===== config.mk =====
export PLATFORM = sky130hd
export DESIGN_NAME = zc_nibble_rx
export DESIGN_NICKNAME = d
export VERILOG_FILES = /design/src/rtl/zcnr_pkg.sv /design/src/rtl/zcnr_timer.sv /design/src/rtl/zcnr_capture.sv /design/src/rtl/zcnr_assembler.sv /design/src/rtl/zc_nibble_rx.sv
export SDC_FILE = /design/constraint.sdc
export NUM_CORES = 1
export LEC_CHECK = 0
export BUFFER_PORTS_ARGS = -buffer_cell sky130_fd_sc_hd__buf_2
export CAP_MARGIN = 15
export CORE_UTILIZATION = 50
export DETAILED_ROUTE_END_ITERATION = 8
export MAX_ROUTING_LAYER = met4
export PLACE_DENSITY = 0.69
export SLEW_MARGIN = 20
export SYNTH_ARGS = -nofsm -noshare
export SYNTH_HDL_FRONTEND = slang
export SYNTH_SLANG_ARGS = --single-unit
export TNS_END_PERCENT = 30

===== constraint.sdc =====
create_clock -name clk -period 2.7 [get_ports clk]
set_input_delay 0.135 -clock clk [delete_from_list [all_inputs] [get_ports clk]]
set_output_delay 0.135 -clock clk [all_outputs]
set_load 0.01 [all_outputs]

===== src/rtl/zcnr_pkg.sv =====
package zcnr_pkg;

    localparam int FRAME_BITS = 7;
    localparam int IDX_W      = 3;

    typedef enum logic [1:0] {
        PH_IDLE   = 2'd0,
        PH_OFFSET = 2'd1,
        PH_BITS   = 2'd2
    } phase_e;

    typedef struct packed {
        logic       marker;
        logic       cycle;
        logic [3:0] nibble;
        logic       parity;
    } frame_t;

    typedef struct packed {
        logic       valid;
        logic       is_frame;
        logic [7:0] data;
        logic       par_err;
        logic       seq_err;
    } result_t;

    function automatic logic parity_ok(frame_t f);
        return ~(^{f.marker, f.nibble, f.parity});
    endfunction

endpackage


===== src/rtl/zcnr_timer.sv =====
module zcnr_timer
    import zcnr_pkg::*;
#(
    parameter int OFFSET_CYC = 12,
    parameter int BIT_CYC    = 8
) (
    input  logic             clk,
    input  logic             rst,
    input  logic             zc_pulse,
    output logic             sample_stb,
    output logic [IDX_W-1:0] bit_idx
);
    localparam int MAXC = (OFFSET_CYC > BIT_CYC) ? OFFSET_CYC : BIT_CYC;
    localparam int CW   = $clog2(MAXC + 1);
    localparam int HALF = BIT_CYC / 2;

    phase_e        phase;
    logic [CW-1:0] cnt;

    always_ff @(posedge clk) begin
        if (rst) begin
            phase   <= PH_IDLE;
            cnt     <= '0;
            bit_idx <= '0;
        end else if (zc_pulse) begin
            phase   <= PH_OFFSET;
            cnt     <= '0;
            bit_idx <= '0;
        end else begin
            unique case (phase)
                PH_OFFSET: begin
                    if (cnt == CW'(OFFSET_CYC - 1)) begin
                        phase <= PH_BITS;
                        cnt   <= '0;
                    end else begin
                        cnt <= cnt + 1'b1;
                    end
                end
                PH_BITS: begin
                    if (cnt == CW'(BIT_CYC - 1)) begin
                        cnt <= '0;
                        if (bit_idx == IDX_W'(FRAME_BITS - 1)) begin
                            phase   <= PH_IDLE;
                            bit_idx <= '0;
                        end else begin
                            bit_idx <= bit_idx + 1'b1;
                        end
                    end else begin
                        cnt <= cnt + 1'b1;
                    end
                end
                default: begin
                    cnt <= '0;
                end
            endcase
        end
    end

    assign sample_stb = (phase == PH_BITS) && (cnt == CW'(HALF)) && !zc_pulse;

endmodule


===== src/rtl/zcnr_capture.sv =====
module zcnr_capture
    import zcnr_pkg::*;
(
    input  logic             clk,
    input  logic             rst,
    input  logic             sample_stb,
    input  logic [IDX_W-1:0] bit_idx,
    input  logic             rx_data,
    output logic             frame_vld,
    output frame_t           frame
);
    logic [FRAME_BITS-2:0] shreg;

    always_ff @(posedge clk) begin
        if (rst) begin
            shreg     <= '0;
            frame_vld <= 1'b0;
            frame     <= '0;
        end else begin
            frame_vld <= 1'b0;
            if (sample_stb) begin
                for (int i = 0; i < FRAME_BITS - 1; i++) begin
                    if (bit_idx == IDX_W'(i)) shreg[i] <= rx_data;
                end
                if (bit_idx == IDX_W'(FRAME_BITS - 1)) begin
                    frame_vld     <= 1'b1;
                    frame.marker  <= shreg[0];
                    frame.cycle   <= shreg[1];
                    frame.nibble  <= shreg[5:2];
                    frame.parity  <= rx_data;
                end
            end
        end
    end

endmodule


===== src/rtl/zcnr_assembler.sv =====
module zcnr_assembler
    import zcnr_pkg::*;
(
    input  logic    clk,
    input  logic    rst,
    input  logic    frame_vld,
    input  frame_t  frame,
    output result_t res
);
    logic       have_low;
    logic [3:0] low_nib;
    logic       low_marker;
    logic       seen_frame;

    always_ff @(posedge clk) begin
        if (rst) begin
            have_low   <= 1'b0;
            low_nib    <= '0;
            low_marker <= 1'b0;
            seen_frame <= 1'b0;
            res        <= '0;
        end else begin
            res.valid   <= 1'b0;
            res.par_err <= 1'b0;
            res.seq_err <= 1'b0;
            if (frame_vld) begin
                if (!parity_ok(frame)) begin
                    res.par_err <= 1'b1;
                    have_low    <= 1'b0;
                end else if (!frame.cycle) begin
                    have_low   <= 1'b1;
                    low_nib    <= frame.nibble;
                    low_marker <= frame.marker;
                end else begin
                    have_low <= 1'b0;
                    if (!have_low || (frame.marker != low_marker)) begin
                        res.seq_err <= 1'b1;
                    end else if (frame.marker && !seen_frame) begin
                        res.seq_err <= 1'b1;
                    end else begin
                        res.valid    <= 1'b1;
                        res.is_frame <= ~frame.marker;
                        res.data     <= {frame.nibble, low_nib};
                        if (!frame.marker) seen_frame <= 1'b1;
                    end
                end
            end
        end
    end

endmodule


===== src/rtl/zc_nibble_rx.sv =====
module zc_nibble_rx
    import zcnr_pkg::*;
#(
    parameter int OFFSET_CYC = 12,
    parameter int BIT_CYC    = 8
) (
    input  logic       clk,
    input  logic       rst,
    input  logic       zc_pulse,
    input  logic       rx_data,
    output logic       byte_valid,
    output logic [7:0] byte_data,
    output logic       byte_is_frame,
    output logic       parity_err,
    output logic       seq_err
);
    logic             sample_stb;
    logic [IDX_W-1:0] bit_idx;
    logic             frame_vld;
    frame_t           frame;
    result_t          res;

    zcnr_timer #(.OFFSET_CYC(OFFSET_CYC), .BIT_CYC(BIT_CYC)) u_timer (
        .clk        (clk),
        .rst        (rst),
        .zc_pulse   (zc_pulse),
        .sample_stb (sample_stb),
        .bit_idx    (bit_idx)
    );

    zcnr_capture u_capture (
        .clk        (clk),
        .rst        (rst),
        .sample_stb (sample_stb),
        .bit_idx    (bit_idx),
        .rx_data    (rx_data),
        .frame_vld  (frame_vld),
        .frame      (frame)
    );

    zcnr_assembler u_asm (
        .clk       (clk),
        .rst       (rst),
        .frame_vld (frame_vld),
        .frame     (frame),
        .res       (res)
    );

    assign byte_valid    = res.valid;
    assign byte_data     = res.data;
    assign byte_is_frame = res.is_frame;
    assign parity_err    = res.par_err;
    assign seq_err       = res.seq_err;

endmodule


==> summary.txt, run 1 <==
Route
  – Via density: approximately 5.3
  – Avg WL per Cell: approximately 13 microns
  – Vias after detailed routing: about 1300
  – Initial DRT Pass Iterations: 4
  – Residual DRC: 0
  – Drt total wl: between 3000 and 4000 microns
  – DRT iter0 DRCs: a little over 60
  – Detail Route Antenna Nets: 0

Synthesis
  – Synth Area in XOR/XNOR: 4.34%
  – Synth Area in Simple Gates: 25.6%
  – Largest family of logic cells by synthesized area: simple AND/OR/NAND/NOR gates
  – Mapped Area: ~1900 sq um
  – Ys async rst share: 0%
  – Synth Warn #: 0
  – Complex-gate fraction of the synthesized area: 4.47%
  – Synth area leaders: dfxtp_1, mux2i_1, nand2b_1
  – Synth top area share: between 40% and 50%
  – Synth area leader: dfxtp_1
  – Commonest cells post-synth: dfxtp_1, mux2i_1, nor2_1, nand2b_1
  – Syn Inst Count: about 190
  – Top-count cell post-synth: dfxtp_1
  – Post-synth EDFFs: 0
  – Number of synthesized register bits: 42
  – Register area share after synthesis: roughly 45%
  – Synth Flop Type: dfxtp_1
  – Synth Area in Adders: 3.34%
  – Post-synth cell types: 37
  – Syn_nets: 198
  – Syn Area/Cell: 9.92 sq um
  – Mux share of post-synthesis cell area: 14.2%

Power
  – Combinational fraction of design power: 2.2%
  – Psw: 0.236 mW
  – Seq pwr share: 54.4%
  – P_leak: 0.789 nW
  – Sw Share: between 20% and 30%
  – Pint: roughly 0.9 mW
  – Power after layout: roughly 1.1 mW
  – Pwr dens: 548 nW/um^2
  – Worst vdd ir: between 0.0003 and 0.0004 V
  – Clk pwr share: about 43%

Clocking
  – CTS Root Cell: clkbuf_8
  – CTS Hold Bufs: 0
  – Setup bufs post-CTS: 0
  – Clock Sinks: 42
  – Clock transition at path regs: approximately 90 ps
  – H-tree levels: 2
  – TritonCTS Buffers: 5
  – CTS resizes: 0
  – TritonCTS clock tree: built
  – Worst-skew pair later-pin latency: between 200 and 300 ps
  – CTS Buffer Depth: 2

Critical path
  – Critical path capture point type: register
  – Kind of critical path: register to register
  – Crit path max fanout: 9
  – Worst EP arrival: ~2200 ps
  – Worst Path Required: 2850 ps
  – Worst setup SP type: register
  – Crit path largest cell delay: 600 ps
  – Critical-path cell list: inv_1 > ha_1 > nand4b_1 > nor4_4 > mux2i_1 > nor2_1
  – Slowest cell on crit path: nor4_4

Cells and area
  – Share of cells above drive strength 1: roughly 14%
  – P&R area growth vs syn: 11.2%
  – Nets: roughly 210
  – Diode count: 0

Outcome
  – Status: finished, final reports clean

STA
  – Least-Margin Pin Slew: between 600 and 700 ps
  – RSZ-0062 raised after global routing: no
  – Fin. max-slew vios: 0
  – Hold Vio Cnt, Final: 0
  – Final TNS setup: 0 ps
  – Max-Slew Margin vs Limit: between 50% and 60%
  – Tmin final: slightly above 2000 ps
  – Clock Skew: between 10 and 15 ps
  – Fmax: 485 MHz
  – Fin crit share: roughly 76%
  – Final setup violation count: 0

Place
  – RePlAce Congestion: 0.808
  – HPWL after DPL: 2300 microns
  – Port Buf Inserts: 15

Global route
  – Largest net degree at the start of global routing: between 40 and 50
  – Total Routing Usage GR: a little under a fifth
  – Via count of the first global-routing pass: approximately 1200
  – Grt ovf: 0
  – Antenna violations before repair: 0
  – First-pass GRT wire length: around 5800 microns

Worst hold path
  – Hold Path Class: input pin to register

Floorplanning
  – Die footprint: approximately 4000 sq um
  – Row cnt: 21
  – # IOs: 16
  – Width of the die: between 60 and 70 microns
  – Initial core utilization: between 50 and 60%
  – Die Height: 63.2 microns
  – Core area: between 3000 and 4000 sq um

Flow run
  – Max-cap viol count: 0
-- cell usage in the layout, fill, tap and decap left out, types with 2 or more instances in the layout --
cell type,synthesis,routed
nor2b_1,2,2
nand2b_1,22,22
and2_1,2,2
nor2_1,23,23
inv_1,7,7
nor3_1,3,3
buf_2,1,15
nor3b_1,4,4
a21oi_1,7,7
nand2_1,4,4
ha_1,5,5
nand4_1,2,2
dfxtp_1,42,42
nor4_1,5,5
mux2i_1,25,25
xnor2_1,4,4
nand4b_1,3,3
o21ai_0,4,4
clkbuf_8,0,5
or2_2,2,2
-- worst max-delay path, delay by kind of cell (launching register included) --
kind,cells,cell delay (ps)
simple gates,3,1030
flops,1,330
fa+ha+maj,1,260
mux,1,250
buf+inv,1,60
-- sequential cells by signal (all words and copies together), names as in the netlist, 2 cells and up --
signal / cells
u_asm.low_nib: 4
u_asm.res: 12
u_capture.frame: 7
u_capture.shreg: 6
u_timer.bit_idx: 3
u_timer.cnt: 4
u_timer.phase: 2
-- cells by family (layout without fill, tap and decap cells) --
group / count (synthesis) / after routing
and+or+nand+nor: 81 / 81
DFF: 42 / 42
muxes: 26 / 26
AOI/OAI and AO/OA: 15 / 15
buffers and inverters: 14 / 30
xor gates and xnor gates: 6 / 6
adders and majority gates: 5 / 5
-- routing by layer --
metal | wire length, microns | track usage [%] | up-vias
li1 | - | - | 673
met1 | 1670 | 25.8 | 620
met2 | 1490 | 27.7 | 23
met3 | 100 | 5.62 | 2
met4 | 13 | 4.26 | 0
met5 | 0 | - | -
-- through the flow --
stage,worst slack (ps),hold slack (ps),util (%),area [sq um],std cells
after global placement,767,431,56.9,1970,243
after floorplan,928,275,-,1870,189
final,640,150,60.1,2080,251
after CTS,631,147,60.1,2080,251
after global routing,414,162,60.1,2080,251
after detailed placement,645,437,56.9,1970,243
-- area by class of cell --
class	count	area (sq um)
multi-input cells	133	972
flip-flops and latches	42	841
inverters	7	26.3
well taps	46	57.6
fillers	315	1380
clock inverters	3	43.8
repair buffers	15	75.1
clock buffers	5	68.8
-- power by group through the flow --
stage	clock, mW	sequential [mW]	combinational, mW
2_1_floorplan	0	0.636	0.0180
3_3_place_gp	0	0.636	0.0235
3_5_place_dp	0	0.636	0.0246
4_1_cts	0.505	0.621	0.0246
5_1_grt	0.533	0.622	0.0278
6_report	0.496	0.621	0.0251
-- path summary, 6_finish.rpt --
kind | startpoint | to | slack (ps) | cells after the start
max reg2reg | u_timer.phase[0] | u_capture.frame[5] | 640 | 6
min reg2reg | u_asm.seen_frame | u_asm.seen_frame | 450 | 2
min | rx_data | u_capture.shreg[0] | 150 | 3
max | u_timer.phase[0] | u_capture.frame[5] | 640 | 6
Note: power is estimated with default switching activity, not from simulation.
==> run 2, diff against run 1 <==
Settings changed: PLACE_DENSITY 0.69 to 0.71.
Clock period 2.7 ns to 1.7 ns, I/O delays scaled along.
==> run 2 against run 1 <==
Clock power grew 60%. Die area stayed put. Non-clock buffer count increased by 8. Cell count grew 2.8%. Sequential power grew 59%. Register-to-register slack worse by 550 ps. Worst setup slack got worse by 550 ps. Sequential cell count stayed put. Combinational power rose by 69%. Clock skew shrank 4.8 ps. Utilization is 3.0 points higher. Critical endpoint is now u_asm.res[3]. Highest routed layer unchanged.
==> summary.txt, run 2 (same netlist as run 1, synthesis figures left out) <==
Critical path
  – Worst EP arrival: 1790 ps (-420 ps)
  – Slowest cell on crit path: xor3_1
  – Critical-path cell list: xnor2_2 > xor3_1 > and4_4 > buf_4 > mux2i_1
  – Critical path capture point type: register
  – Worst Path Required: 1880 ps (-970 ps)
  – Crit path largest cell delay: 480 ps (-120 ps)
  – Kind of critical path: register to register
  – Delay-heaviest family, CP: XOR/XNOR gates
  – Buffer and inverter count on the worst path: 1 (unchanged)
  – Crit path max fanout: 4 (-5)
  – Worst setup SP type: register

STA
  – Tmin final: 1610 ps (-451 ps)
  – Final TNS setup: 0 ps (unchanged)
  – Least-Margin Pin Slew: 347 ps (-285 ps)
  – Clock Skew: 5.77 ps (-4.79 ps)
  – Fin. max-slew vios: 0 (unchanged)
  – Fmax: 621 MHz (+28%)
  – Hold Vio Cnt, Final: 0 (unchanged)
  – Max-Slew Margin vs Limit: 76.7% (+19 points)
  – Final setup violation count: 0 (unchanged)
  – Fin crit share: 94.7% (+18 points)
  – RSZ-0062 raised after global routing: no

Global route
  – Largest net degree at the start of global routing: 25 (-40%)
  – Via count of the first global-routing pass: 1377 (+11%)
  – Total Routing Usage GR: 20.4% (+1.4 points)
  – Grt ovf: 0 (unchanged)
  – First-pass GRT wire length: 6190 microns (+6.4%)
  – Antenna violations before repair: 0 (unchanged)

Route
  – DRT iter0 DRCs: 69 (+13%)
  – Vias after detailed routing: 1357 (+3.0%)
  – Initial DRT Pass Iterations: 4 (unchanged)
  – Residual DRC: 0 (unchanged)
  – DR WL met2: 1650 microns (+11%)
  – Avg WL per Cell: 13.7 microns (+5.0%)
  – Detail Route Antenna Nets: 0 (unchanged)
  – Drt total wl: 3530 microns (+7.9%)
  – Met3 WL: 94 microns (-6.0%)
  – Top sig layer: met4
  – Met1 Routed Length: 1720 microns (+3.2%)
  – Via density: 5.26 (+0.17%)

Place
  – Placed Cells: 250 (+2.9%)
  – RePlAce Congestion: 0.756 (-6.5%)
  – Port Buf Inserts: 15 (unchanged)
  – HPWL after DPL: 2560 microns (+11%)

Cells and area
  – P&R area growth vs syn: 16.7%
  – Share of cells above drive strength 1: 20.8% (+6.6 points)
  – Highest-count cells in the layout ignoring fill and taps: dfxtp_1, mux2i_1, nor2_1
  – Final core occ: 63.1% (+3.0 points)
  – Max reg flops: 12 (unchanged)
  – Register area: 845 sq um (+0.45%)
  – Largest Register: u_asm.res
  – Top Registers: u_asm.res x12, u_capture.frame x7, u_capture.shreg x6
  – Leading cell type in the layout, fill and taps excluded: dfxtp_1
  – Diode count: 0 (unchanged)
  – Nets: 221 (+3.8%)
  – Post-route insts no fill: 258 (+2.8%)
  – Fill count: 311 (-1.3%)
  – Multi-input logic area: 1010 sq um (+3.6%)

Power
  – Clk pwr share: 43.5% (about the same)
  – P_leak: 0.830 nW (+5.2%)
  – Sw Share: 19.3% (-1.4 points)
  – Psw: 0.352 mW (+49%)
  – Seq pwr share: 54.1% (-0.3 points)
  – Pwr dens: 834 nW/um^2 (+52%)
  – Pint: 1.47 mW (+62%)
  – Worst vdd ir: 0.000437 V (+20%)
  – Combinational fraction of design power: 2.3% (about the same)
  – Power after layout: 1.82 mW (+60%)

Flow run
  – Max-cap viol count: 0 (unchanged)

Floorplanning
  – Core area: 3470 sq um (unchanged)
  – Die footprint: 4000 sq um (unchanged)
  – Row cnt: 21 (unchanged)
  – # IOs: 16 (unchanged)
  – Initial core utilization: 54.0% (unchanged)
  – Die Height: 63.2 microns (unchanged)
  – Width of the die: 63.2 microns (unchanged)

Clocking
  – TritonCTS Buffers: 5 (unchanged)
  – TritonCTS clock tree: built
  – H-tree levels: 2 (unchanged)
  – CTS Hold Bufs: 0 (unchanged)
  – CTS Root Cell: clkbuf_8
  – Worst-skew pair later-pin latency: 290 ps (about the same)
  – Clock transition at path regs: 70 ps (-20 ps)
  – CTS Buffer Depth: 2 (unchanged)
  – Clock Sinks: 42 (unchanged)

Worst hold path
  – Hold Path Class: input pin to register

Outcome
  – Status: finished, final reports clean
## run 2: path summary, 6_finish.rpt
check | start | to | slack [ps] | cells after the start
worst max register to register | u_capture.frame[0] | u_asm.res[3] | 90 | 5
worst min register to register | u_asm.seen_frame | u_asm.seen_frame | 470 | 2
worst min-delay path | rx_data | u_capture.shreg[0] | 120 | 3
worst max-delay path | u_capture.frame[0] | u_asm.res[3] | 90 | 5
## run 2: area by class of cell
class | instances | area share, %
inverters | 7 | 1.20
flip-flops and latches | 42 | 38.6
repair buffers | 23 | 6.35
multi-input cells | 133 | 46.1
clock buffers | 6 | 3.78
clock inverters | 1 | 1.37
well taps | 46 | 2.63
## run 2: worst register-to-register path: cells and delay by family (launching register included)
family,cells,cell delay [ps]
XOR/XNOR,2,670
flip-flops,1,330
AND/OR/NAND/NOR,1,220
buffers and inverters,1,150
multiplexers,1,120
## run 2: routing by layer
| metal | up-vias | track usage (%) |
|---|---|---|
| li1 | 691 | - |
| met2 | 15 | 31.5 |
| met4 | 0 | 8.81 |
| met3 | 8 | 5.25 |
| met5 | - | - |
| met1 | 643 | 25.1 |
## run 2: power groups by stage
stage               logic (mW)  registers (mW)  clock network (mW)
global route            0.0469           0.987               0.849
floorplan               0.0299            1.01                   0
finish                  0.0424           0.987               0.794
global placement        0.0399            1.01                   0
detailed placement      0.0421            1.01                   0
CTS                     0.0423           0.987               0.807
## run 2: what timing repair did
item                       4_1_cts  5_1_grt
gates resized for setup          0        6
hold endpoints to repair         0        0
pin swaps                        1        2
setup endpoints to repair        5       17
buffers inserted                 1        0
## run 2: per-stage QoR
stage / worst slack [ps] / hold slack [ps] / cell area [sq um]
3_3_place_gp: 68.9 / 395 / 2040
2_1_floorplan: -26.0 / 225 / 1890
6_report: 90.6 / 121 / 2190
5_1_grt: 0.553 / 134 / 2190
3_5_place_dp: -38.4 / 420 / 2040
4_1_cts: 2.95 / 116 / 2160
